`config.mk`:
```
export PLATFORM = sky130hd
export DESIGN_NAME = gpio_rdrel_port
export DESIGN_NICKNAME = d
export VERILOG_FILES = /design/src/rtl/gpio_rdrel_pkg.sv /design/src/rtl/gpio_rdrel_sync.sv /design/src/rtl/gpio_rdrel_regs.sv /design/src/rtl/gpio_rdrel_irq.sv /design/src/rtl/gpio_rdrel_outmux.sv /design/src/rtl/gpio_rdrel_port.sv
export SDC_FILE = /design/constraint.sdc
export NUM_CORES = 1
export LEC_CHECK = 0
export CELL_PAD_IN_SITES_DETAIL_PLACEMENT = 1
export CELL_PAD_IN_SITES_GLOBAL_PLACEMENT = 1
export CORE_ASPECT_RATIO = 1.4
export CORE_MARGIN = 2
export CORE_UTILIZATION = 37
export CTS_CLUSTER_SIZE = 20
export DETAILED_ROUTE_END_ITERATION = 8
export GPL_TIMING_DRIVEN = 1
export HOLD_SLACK_MARGIN = 0.12
export PLACE_DENSITY = 0.88
export SYNTH_ARGS = -nofsm -noshare
export SYNTH_HDL_FRONTEND = slang
export SYNTH_HIERARCHICAL = 1
export SYNTH_SLANG_ARGS = --single-unit
```
`constraint.sdc`:
```
create_clock -name clk -period 2 [get_ports clk]
set_clock_uncertainty 0.1 [all_clocks]
set_input_delay 0.4 -clock clk [delete_from_list [all_inputs] [get_ports clk]]
set_output_delay 0.4 -clock clk [all_outputs]
set_load 0.03 [all_outputs]
```
`src/rtl/gpio_rdrel_pkg.sv`:
```
package gpio_rdrel_pkg;

    localparam int PORT_W   = 8;
    localparam int ADDR_W   = 3;
    localparam int SYNC_LEN = 2;

    typedef logic [PORT_W-1:0] port_vec_t;

    typedef enum logic [ADDR_W-1:0] {
        OFS_PINS = 3'd0,
        OFS_IEN  = 3'd1,
        OFS_BYP  = 3'd2,
        OFS_DMLO = 3'd3,
        OFS_DMHI = 3'd4,
        OFS_CFG  = 3'd5
    } reg_ofs_e;

    typedef struct packed {
        port_vec_t dout;
        port_vec_t ien;
        port_vec_t byp;
        port_vec_t dm_lo;
        port_vec_t dm_hi;
        logic      chg_mode;
    } port_cfg_t;

    // Per-pin trigger condition before enable gating
    function automatic port_vec_t pin_trigger(input port_vec_t lvl,
                                              input port_vec_t snap,
                                              input logic chg);
        return chg ? (lvl ^ snap) : ~lvl;
    endfunction

endpackage

```
`src/rtl/gpio_rdrel_sync.sv`:
```
module gpio_rdrel_sync #(
    parameter int W      = 8,
    parameter int STAGES = 2
) (
    input  logic         clk,
    input  logic         rst,
    input  logic [W-1:0] d_async,
    output logic [W-1:0] d_sync
);
    logic [W-1:0] chain [STAGES];

    always_ff @(posedge clk) begin
        if (rst) begin
            for (int s = 0; s < STAGES; s++) chain[s] <= '0;
        end else begin
            chain[0] <= d_async;
            for (int s = 1; s < STAGES; s++) chain[s] <= chain[s-1];
        end
    end

    assign d_sync = chain[STAGES-1];

endmodule

```
`src/rtl/gpio_rdrel_regs.sv`:
```
module gpio_rdrel_regs
    import gpio_rdrel_pkg::*;
(
    input  logic              clk,
    input  logic              rst,
    input  logic [ADDR_W-1:0] cpu_addr,
    input  logic              cpu_wr,
    input  logic              cpu_rd,
    input  port_vec_t         cpu_wdata,
    input  port_vec_t         pins_sync,
    output port_cfg_t         cfg,
    output port_vec_t         snap,
    output port_vec_t         cpu_rdata
);
    logic pins_read;
    assign pins_read = cpu_rd && (cpu_addr == OFS_PINS);

    always_ff @(posedge clk) begin
        if (rst) begin
            cfg <= '0;
        end else if (cpu_wr) begin
            case (reg_ofs_e'(cpu_addr))
                OFS_PINS: cfg.dout     <= cpu_wdata;
                OFS_IEN:  cfg.ien      <= cpu_wdata;
                OFS_BYP:  cfg.byp      <= cpu_wdata;
                OFS_DMLO: cfg.dm_lo    <= cpu_wdata;
                OFS_DMHI: cfg.dm_hi    <= cpu_wdata;
                OFS_CFG:  cfg.chg_mode <= cpu_wdata[0];
                default:  ;
            endcase
        end
    end

    // Snapshot taken only by a read of the pin register
    always_ff @(posedge clk) begin
        if (rst) snap <= '0;
        else if (pins_read) snap <= pins_sync;
    end

    always_comb begin
        case (reg_ofs_e'(cpu_addr))
            OFS_PINS: cpu_rdata = pins_sync;
            OFS_IEN:  cpu_rdata = cfg.ien;
            OFS_BYP:  cpu_rdata = cfg.byp;
            OFS_DMLO: cpu_rdata = cfg.dm_lo;
            OFS_DMHI: cpu_rdata = cfg.dm_hi;
            OFS_CFG:  cpu_rdata = {{(PORT_W-1){1'b0}}, cfg.chg_mode};
            default:  cpu_rdata = '0;
        endcase
    end

    // snapshot holds unless the pin register is read
    assert_snap_hold_R5: assert property (@(posedge clk) disable iff (rst)
        !(cpu_rd && cpu_addr == OFS_PINS) |=> $stable(snap));

    // snapshot equals the sample presented during the read
    assert_snap_capture_R6: assert property (@(posedge clk) disable iff (rst)
        (cpu_rd && cpu_addr == OFS_PINS) |=> snap == $past(cpu_rdata));

endmodule

```
`src/rtl/gpio_rdrel_irq.sv`:
```
module gpio_rdrel_irq
    import gpio_rdrel_pkg::*;
(
    input  port_vec_t lvl,
    input  port_vec_t snap,
    input  port_vec_t ien,
    input  logic      chg_mode,
    output logic      irq
);
    port_vec_t trig;
    port_vec_t hit;

    assign trig = pin_trigger(lvl, snap, chg_mode);

    for (genvar i = 0; i < PORT_W; i++) begin : g_pin
        assign hit[i] = ien[i] & trig[i];
    end

    assign irq = |hit;

endmodule

```
`src/rtl/gpio_rdrel_outmux.sv`:
```
module gpio_rdrel_outmux
    import gpio_rdrel_pkg::*;
(
    input  port_vec_t dout,
    input  port_vec_t alt_data,
    input  port_vec_t func_en,
    input  port_vec_t byp,
    output port_vec_t pin_out
);
    for (genvar i = 0; i < PORT_W; i++) begin : g_pin
        logic use_alt;
        assign use_alt    = func_en[i] | byp[i];
        assign pin_out[i] = use_alt ? alt_data[i] : dout[i];
    end

endmodule

```
`src/rtl/gpio_rdrel_port.sv`:
```
module gpio_rdrel_port
    import gpio_rdrel_pkg::*;
(
    input  logic              clk,
    input  logic              rst,
    input  logic [ADDR_W-1:0] cpu_addr,
    input  logic              cpu_wr,
    input  logic              cpu_rd,
    input  logic [PORT_W-1:0] cpu_wdata,
    output logic [PORT_W-1:0] cpu_rdata,
    input  logic [PORT_W-1:0] pin_in,
    input  logic [PORT_W-1:0] alt_data,
    input  logic [PORT_W-1:0] func_en,
    output logic [PORT_W-1:0] pin_out,
    output logic [PORT_W-1:0] pad_mode_lo,
    output logic [PORT_W-1:0] pad_mode_hi,
    output logic              irq
);
    port_vec_t pins_sync;
    port_vec_t snap;
    port_cfg_t cfg;

    gpio_rdrel_sync #(.W(PORT_W), .STAGES(SYNC_LEN)) u_sync (
        .clk     (clk),
        .rst     (rst),
        .d_async (pin_in),
        .d_sync  (pins_sync)
    );

    gpio_rdrel_regs u_regs (
        .clk       (clk),
        .rst       (rst),
        .cpu_addr  (cpu_addr),
        .cpu_wr    (cpu_wr),
        .cpu_rd    (cpu_rd),
        .cpu_wdata (cpu_wdata),
        .pins_sync (pins_sync),
        .cfg       (cfg),
        .snap      (snap),
        .cpu_rdata (cpu_rdata)
    );

    gpio_rdrel_irq u_irq (
        .lvl      (pins_sync),
        .snap     (snap),
        .ien      (cfg.ien),
        .chg_mode (cfg.chg_mode),
        .irq      (irq)
    );

    gpio_rdrel_outmux u_outmux (
        .dout     (cfg.dout),
        .alt_data (alt_data),
        .func_en  (func_en),
        .byp      (cfg.byp),
        .pin_out  (pin_out)
    );

    assign pad_mode_lo = cfg.dm_lo;
    assign pad_mode_hi = cfg.dm_hi;

    // no enabled pin, no request
    assert_no_enable_quiet_R2: assert property (@(posedge clk) disable iff (rst)
        (cfg.ien == '0) |-> !irq);

    // level mode requests on any enabled low pin
    assert_level_mode_R3: assert property (@(posedge clk) disable iff (rst)
        (!cfg.chg_mode && ((cfg.ien & ~pins_sync) != '0)) |-> irq);

    // change mode requests only when an enabled pin differs from its snapshot
    assert_change_mode_R4: assert property (@(posedge clk) disable iff (rst)
        (cfg.chg_mode && ((cfg.ien & (pins_sync ^ snap)) == '0)) |-> !irq);

    // a pin claimed by a hardware function carries the alternate bit
    assert_func_alt_R7: assert property (@(posedge clk) disable iff (rst)
        ((pin_out ^ alt_data) & func_en) == '0);

endmodule

```
Word level (Yosys, flattened, before mapping)
Memory sizes are Yosys's and may differ from the RTL's.
Cells that the tools add are included.
{ "totals": {"mem_bits_rw": 16, "n_memories": 1, "inputBits": 39, "word_cells": 57, "output_inout_bits": 33, "reg_bits": 49} }
{ "mem_list": {"columns": ["memory", "depth", "word_bits", "read_ports", "rd_ports_with_merged_regs", "wr", "line", "source"], "rows": [
  ["u_sync.chain", 2, 8, 2, 0, 2, "gpio_rdrel_sync.sv:10", "logic [W-1:0] chain [STAGES];"]
]} }
{ "classes": {"n_reduce_logical": 9, "n_eq_ne": 5, "muxes": 15, "bitwise": 20} }
{ "ops": {"columns": ["cell", "n"], "rows": [
  ["$pmux W8 S6", 1],
  ["$mux W8", 3],
  ["$reduce_and A2 Y1", 6],
  ["$mux W1", 11],
  ["$or A1 B1 Y1", 10],
  ["$and A1 B1 Y1", 8],
  ["$not A8 Y8", 1],
  ["$reduce_or A8 Y1", 1],
  ["$xor A8 B8 Y8", 1],
  ["$eq A3 B2 Y1 const B", 2],
  ["$eq A3 B3 Y1 const B", 2],
  ["$eq A3 B1 Y1 const B", 1],
  ["$logic_not A3 Y1", 1],
  ["$logic_and A1 B1 Y1", 1]
]} }

Logic depth before layout (Yosys ltp)
Gate-level depths: netlist (run 1).
{ "depth": {"depth_word": 4, "depth_mapped": 5, "mapped_depth_nobuf": 4} }

By module
The synthesis (run 1) kept the hierarchy.
{ "modules_own_cells": {"columns": ["module", "instances", "cells_per_inst", "area_per_inst_um2", "seq_area_each_um2"], "rows": [
  ["gpio_rdrel_regs", 1, 245, 2245.9, 980.9],
  ["gpio_rdrel_sync", 1, 41, 524.3, 320.3],
  ["gpio_rdrel_irq", 1, 21, 171.4, 0.0],
  ["gpio_rdrel_outmux", 1, 16, 120.1, 0.0]
]} }

Worst setup path after synthesis (run 1)
Ideal clock, no wire load.
{ "synth_timing": {"path_type": "input -> output", "start": "in cpu_addr[0]", "end": "out cpu_rdata[4]", "path_stages": 5, "setup_slack_ns": -0.131, "t_required_ns": 1.500, "t_arrival_ns": 1.631, "path_buffers": 2, "path_cell_list": "buf_4 buf_4 mux4_2 inv_1 o21ai_0"} }
{ "synth_between": {"elab_chain_len": 2, "word_cells_on_any_way": 7, "classes_between": "5 x eq/ne; 1 x mux; 1 x reduce/logical"} }
{ "synth_rtl": {"columns": ["item", "line", "source"], "rows": [
  ["start: declaration", "gpio_rdrel_port.sv:6", "input logic [ADDR_W-1:0] cpu_addr,"],
  ["$eq A3 B3 Y1 (tied with other cells)", "gpio_rdrel_regs.sv:41", "case (reg_ofs_e'(cpu_addr))"],
  ["$pmux W8 S6 *", "gpio_rdrel_regs.sv:41", null],
  ["end: declaration", "gpio_rdrel_port.sv:10", "output logic [PORT_W-1:0] cpu_rdata,"]
]} }
Mark *: on every way between the ends. The rest lies on a longest branch, timed or not.

Final worst setup path (run 1)
{ "layout_timing": {"start": "reg, netlist name u_regs/cfg[0]", "end": "out irq"} }
{ "layout_between": {"elab_chain_len": 3, "word_cells_on_any_way": 10, "classes_between": "1 x mux; 8 x bitwise; 1 x reduce/logical"} }
{ "layout_rtl": {"columns": ["item", "line", "source"], "rows": [
  ["$mux W8 *", "gpio_rdrel_pkg.sv:31", "return chg ? (lvl ^ snap) : ~lvl;"],
  ["$and A1 B1 Y1", "gpio_rdrel_irq.sv:16", "assign hit[i] = ien[i] & trig[i];"],
  ["$reduce_or A8 Y1 *", "gpio_rdrel_irq.sv:19", "assign irq = |hit;"],
  ["end: declaration", "gpio_rdrel_port.sv:17", "output logic irq"]
]} }
Marks and branches as above.

==> results.toml, run 1 <==
[status]
status = "complete, but fails checks"
violations = "negative setup slack"

[sta]
setup_viol_count_final = 4
worst_pin_slew_ns = 0.443
slew_headroom_pct = 70.5
fmax_mhz = 478
whs_ns = 0.338
fin_crit_sh_pct = 105
hold_viol_final = 0
fin_tns_setup_ns = -0.206
maxSlewViolCount = 0
rsz0062_at_grt = "true"
fin_ws_ns = -0.0919
post-route-min-period_ns = 2.09

[worst_setup_path]
crit_path_end = "irq"
worstSetupEndpointType = "primary output"
crit_start = "u_regs/cfg[0]"
crit_family = "flip-flops"
r2r_cells = 4
crit_arrival_ns = 1.59
crit_slowest_cell = "dfxtp_4"
r2r_end = "u_regs/cfg[0]"
path_class = "reg2out"
path_depth = 5
r2r_slack_ns = 0.94
startpoint_type = "register"
path_buf_inv = 1
cp_slowest_stage_delay_ns = 0.36
critical_path.cell_chain = "and2b_1, xnor2_1, a22oi_1, nand4_1, buf_6"
required_ns = 1.50
crit-reg2reg-launch = "u_regs/cfg[0]"
path_max_fanout = 6

[synthesis]
yosysTopAreaCellShare_pct = 42.5
syn_avg_cell_area_um2 = 9.48
ys_seq_area_share_pct = 42.5
synth_most_common_cell = "dfxtp_1"
synth_cell_type_count = 39
syn_nets = 362
yosys-top-cells-area = "dfxtp_1 43%, mux2i_1 9.8%, nand2_1 6.4%, nor2_1 4.3%, a21oi_1 4.1%"
synth_top_cell_by_area = "dfxtp_1"
synthFlopType = "dfxtp_1"
yosysWarnings = 6
syn_inst = 323
async_reset_ff_share_pct = 0
synth_edf_count = 0
synth_common_cells = "65 x dfxtp_1, 52 x nand2_1, 35 x nor2_1, 30 x mux2i_1, 25 x a21oi_1"
syn_area_um2 = 3060
ys_seq_elements = 65

[layout]
final_area_um2 = 4470
drive_gt1_share_pct = 29.2
diodes = 0
syn2layout_area_growth_pct = 46.1
layout.nets = 460
nFillCells = 906

[clock_tree]
cts.path.max_buffers = 2
holdBufCountCts = 0
clk_pin_slew_worst_paths_ns = 0.05
cts_tree = "yes"
cts_buffers = 9
clkLatencyLatePin_ns = 0.32
cts.sinks = 65
root_buffer = "clkbuf_16"
cts_htree_levels = 3

[global_route]
grt_pass1_vias = 2979
grt_pass1_wl_mm = 16.5
grt_max_degree = 23
grt.total_usage_pct = 24.5
antenna_found_initial = 0
grt_overflow_total = 0

[route]
drt_iter0_markers = 203
avgViaCountPerCell = 5.35
wl_per_cell_um = 21.3
drc = 0
drt-total-wl_mm = 11.2
vias = 2818
ant_nets = 0
drt_first_pass_iters = 4

[die]
initial_core_util_pct = 37.8
die_x_um = 80.9
die_y_um = 112
row_count = 39
die_area_um2 = 9030
ios = 72
fp.coreArea_um2 = 8100

[power]
comb_power_share_pct = 14.3
clkPwrFrac_pct = 44.8
p_sw_share_pct = 24.1
power.total_w = 0.00332
pwr-share-seq_pct = 40.9
p_per_area_nw_per_um2 = 743
switching_power_w = 0.000800
irDropWorstVdd_uv = 549
internal_power_w = 0.00252
leakage_nw = 1.75

[place]
dpl_cell_area_um2 = 3940
port_buffers = 71
gp_congestion = 0.821
place_ws_ns = -0.708
hpwl_mm = 6.44

[hold_path]
hp-class = "reg2reg"

[run]
maxCapViolations = 0
## power groups by stage
stage	combinational [W]	clock (W)	sequential, W
final	0.000477	0.00149	0.00136
after global routing	0.000498	0.00158	0.00136
after CTS	0.000447	0.00150	0.00135
after detailed placement	0.000406	0	0.00138
after global placement	0.000392	0	0.00138
after floorplan	0.000214	0	0.00138
## layout make-up
| cell class | instances | area (µm²) | share of cell area [%] |
|---|---|---|---|
| multi-input cells | 230 | 1650 | 36.8 |
| inverters | 1 | 3.75 | 0.0839 |
| flip-flops and latches | 65 | 1310 | 29.3 |
| clock buffers | 11 | 233 | 5.20 |
| well taps | 102 | 128 | 2.85 |
| repair buffers | 114 | 1100 | 24.7 |
| clock inverters | 4 | 45.0 | 1.01 |
## flip-flops by register name, indices dropped and copies added (netlist names)
register	count
u_regs/cfg	41
u_sync/chain	16
u_regs/snap	8
## layer usage
layer	track usage (%)	vias to the layer above	routed length, µm
li1	-	1285	-
met1	27.4	1390	4190
met2	43.1	113	6010
met3	4.46	30	626
met4	13.0	0	406
met5	0	-	0
## worst min path at each step
stage / start / endpoint / depth (start not counted)
floorplan: u_sync/chain[0][3] / u_sync/chain[0][11] / 1
global placement: u_sync/chain[0][4] / u_sync/chain[0][12] / 1
detailed placement: u_sync/chain[0][6] / u_sync/chain[0][14] / 1
CTS: u_sync/chain[0][6] / u_sync/chain[0][14] / 1
global route: u_sync/chain[0][3] / u_sync/chain[0][11] / 1
finish: u_sync/chain[0][3] / u_sync/chain[0][11] / 1
## worst reg2reg max path, stage by stage (launching register included)
cell and delay (ns):
dfxtp_4 0.36, buf_6 0.13, buf_4 0.13, mux2i_1 0.17, nor2_1 0.06
## metrics by stage
stage          util [%]  std cells
5_1_grt            55.2        527
6_report           55.2        527
4_1_cts            54.2        522
2_1_floorplan         -        323
3_5_place_dp       48.7        495
3_3_place_gp       48.7        495
## cells by family after synthesis
family	share of synthesized area [%]
AND/OR/NAND/NOR	24.8
AO/OA/AOI/OAI	9.11
XOR/XNOR	2.29
flip-flops	42.5
multiplexers	14.7
buffers and inverters	6.58
## cells in the final DEF (no fill, tap or decap), types with 4 or more instances in the layout
| cell | n |
|---|---|
| dfxtp_1 | 61 |
| nand2_1 | 52 |
| clkdlybuf4s50_1 | 49 |
| buf_4 | 34 |
| nor2_1 | 34 |
| mux2i_1 | 29 |
| a21oi_1 | 25 |
| buf_2 | 12 |
| clkbuf_16 | 9 |
| nor2b_2 | 9 |
| mux2_1 | 8 |
| buf_6 | 7 |
| xnor2_1 | 7 |
| buf_12 | 6 |
| a22oi_1 | 6 |
| and2b_2 | 6 |
| and2b_1 | 5 |
| nor2b_4 | 4 |
| a22oi_2 | 4 |
## repair_timing
| action | CTS | global route |
|---|---|---|
| buffers inserted | 10 | 4 |
| setup endpoints to repair | 25 | 10 |
| pin swaps | 12 | 9 |
| resized for setup | 77 | 23 |
| gates cloned | 2 | 2 |
Power figures use the tool's default switching activity.
==> inputs of run 2 (changes only) <==
--- a/config.mk
+++ b/config.mk
@@ -5,6 +5,7 @@
 export SDC_FILE = /design/constraint.sdc
 export NUM_CORES = 1
 export LEC_CHECK = 0
+export ABC_CLOCK_PERIOD_IN_PS = 2000
 export CELL_PAD_IN_SITES_DETAIL_PLACEMENT = 1
 export CELL_PAD_IN_SITES_GLOBAL_PLACEMENT = 1
 export CORE_ASPECT_RATIO = 1.4
@@ -12,7 +13,6 @@
 export CORE_UTILIZATION = 37
 export CTS_CLUSTER_SIZE = 20
 export DETAILED_ROUTE_END_ITERATION = 8
-export GPL_TIMING_DRIVEN = 1
 export HOLD_SLACK_MARGIN = 0.12
 export PLACE_DENSITY = 0.88
 export SYNTH_ARGS = -nofsm -noshare
==> results of run 2 <==
No change in the layout: final DEF, timing and power equal those of run 1.
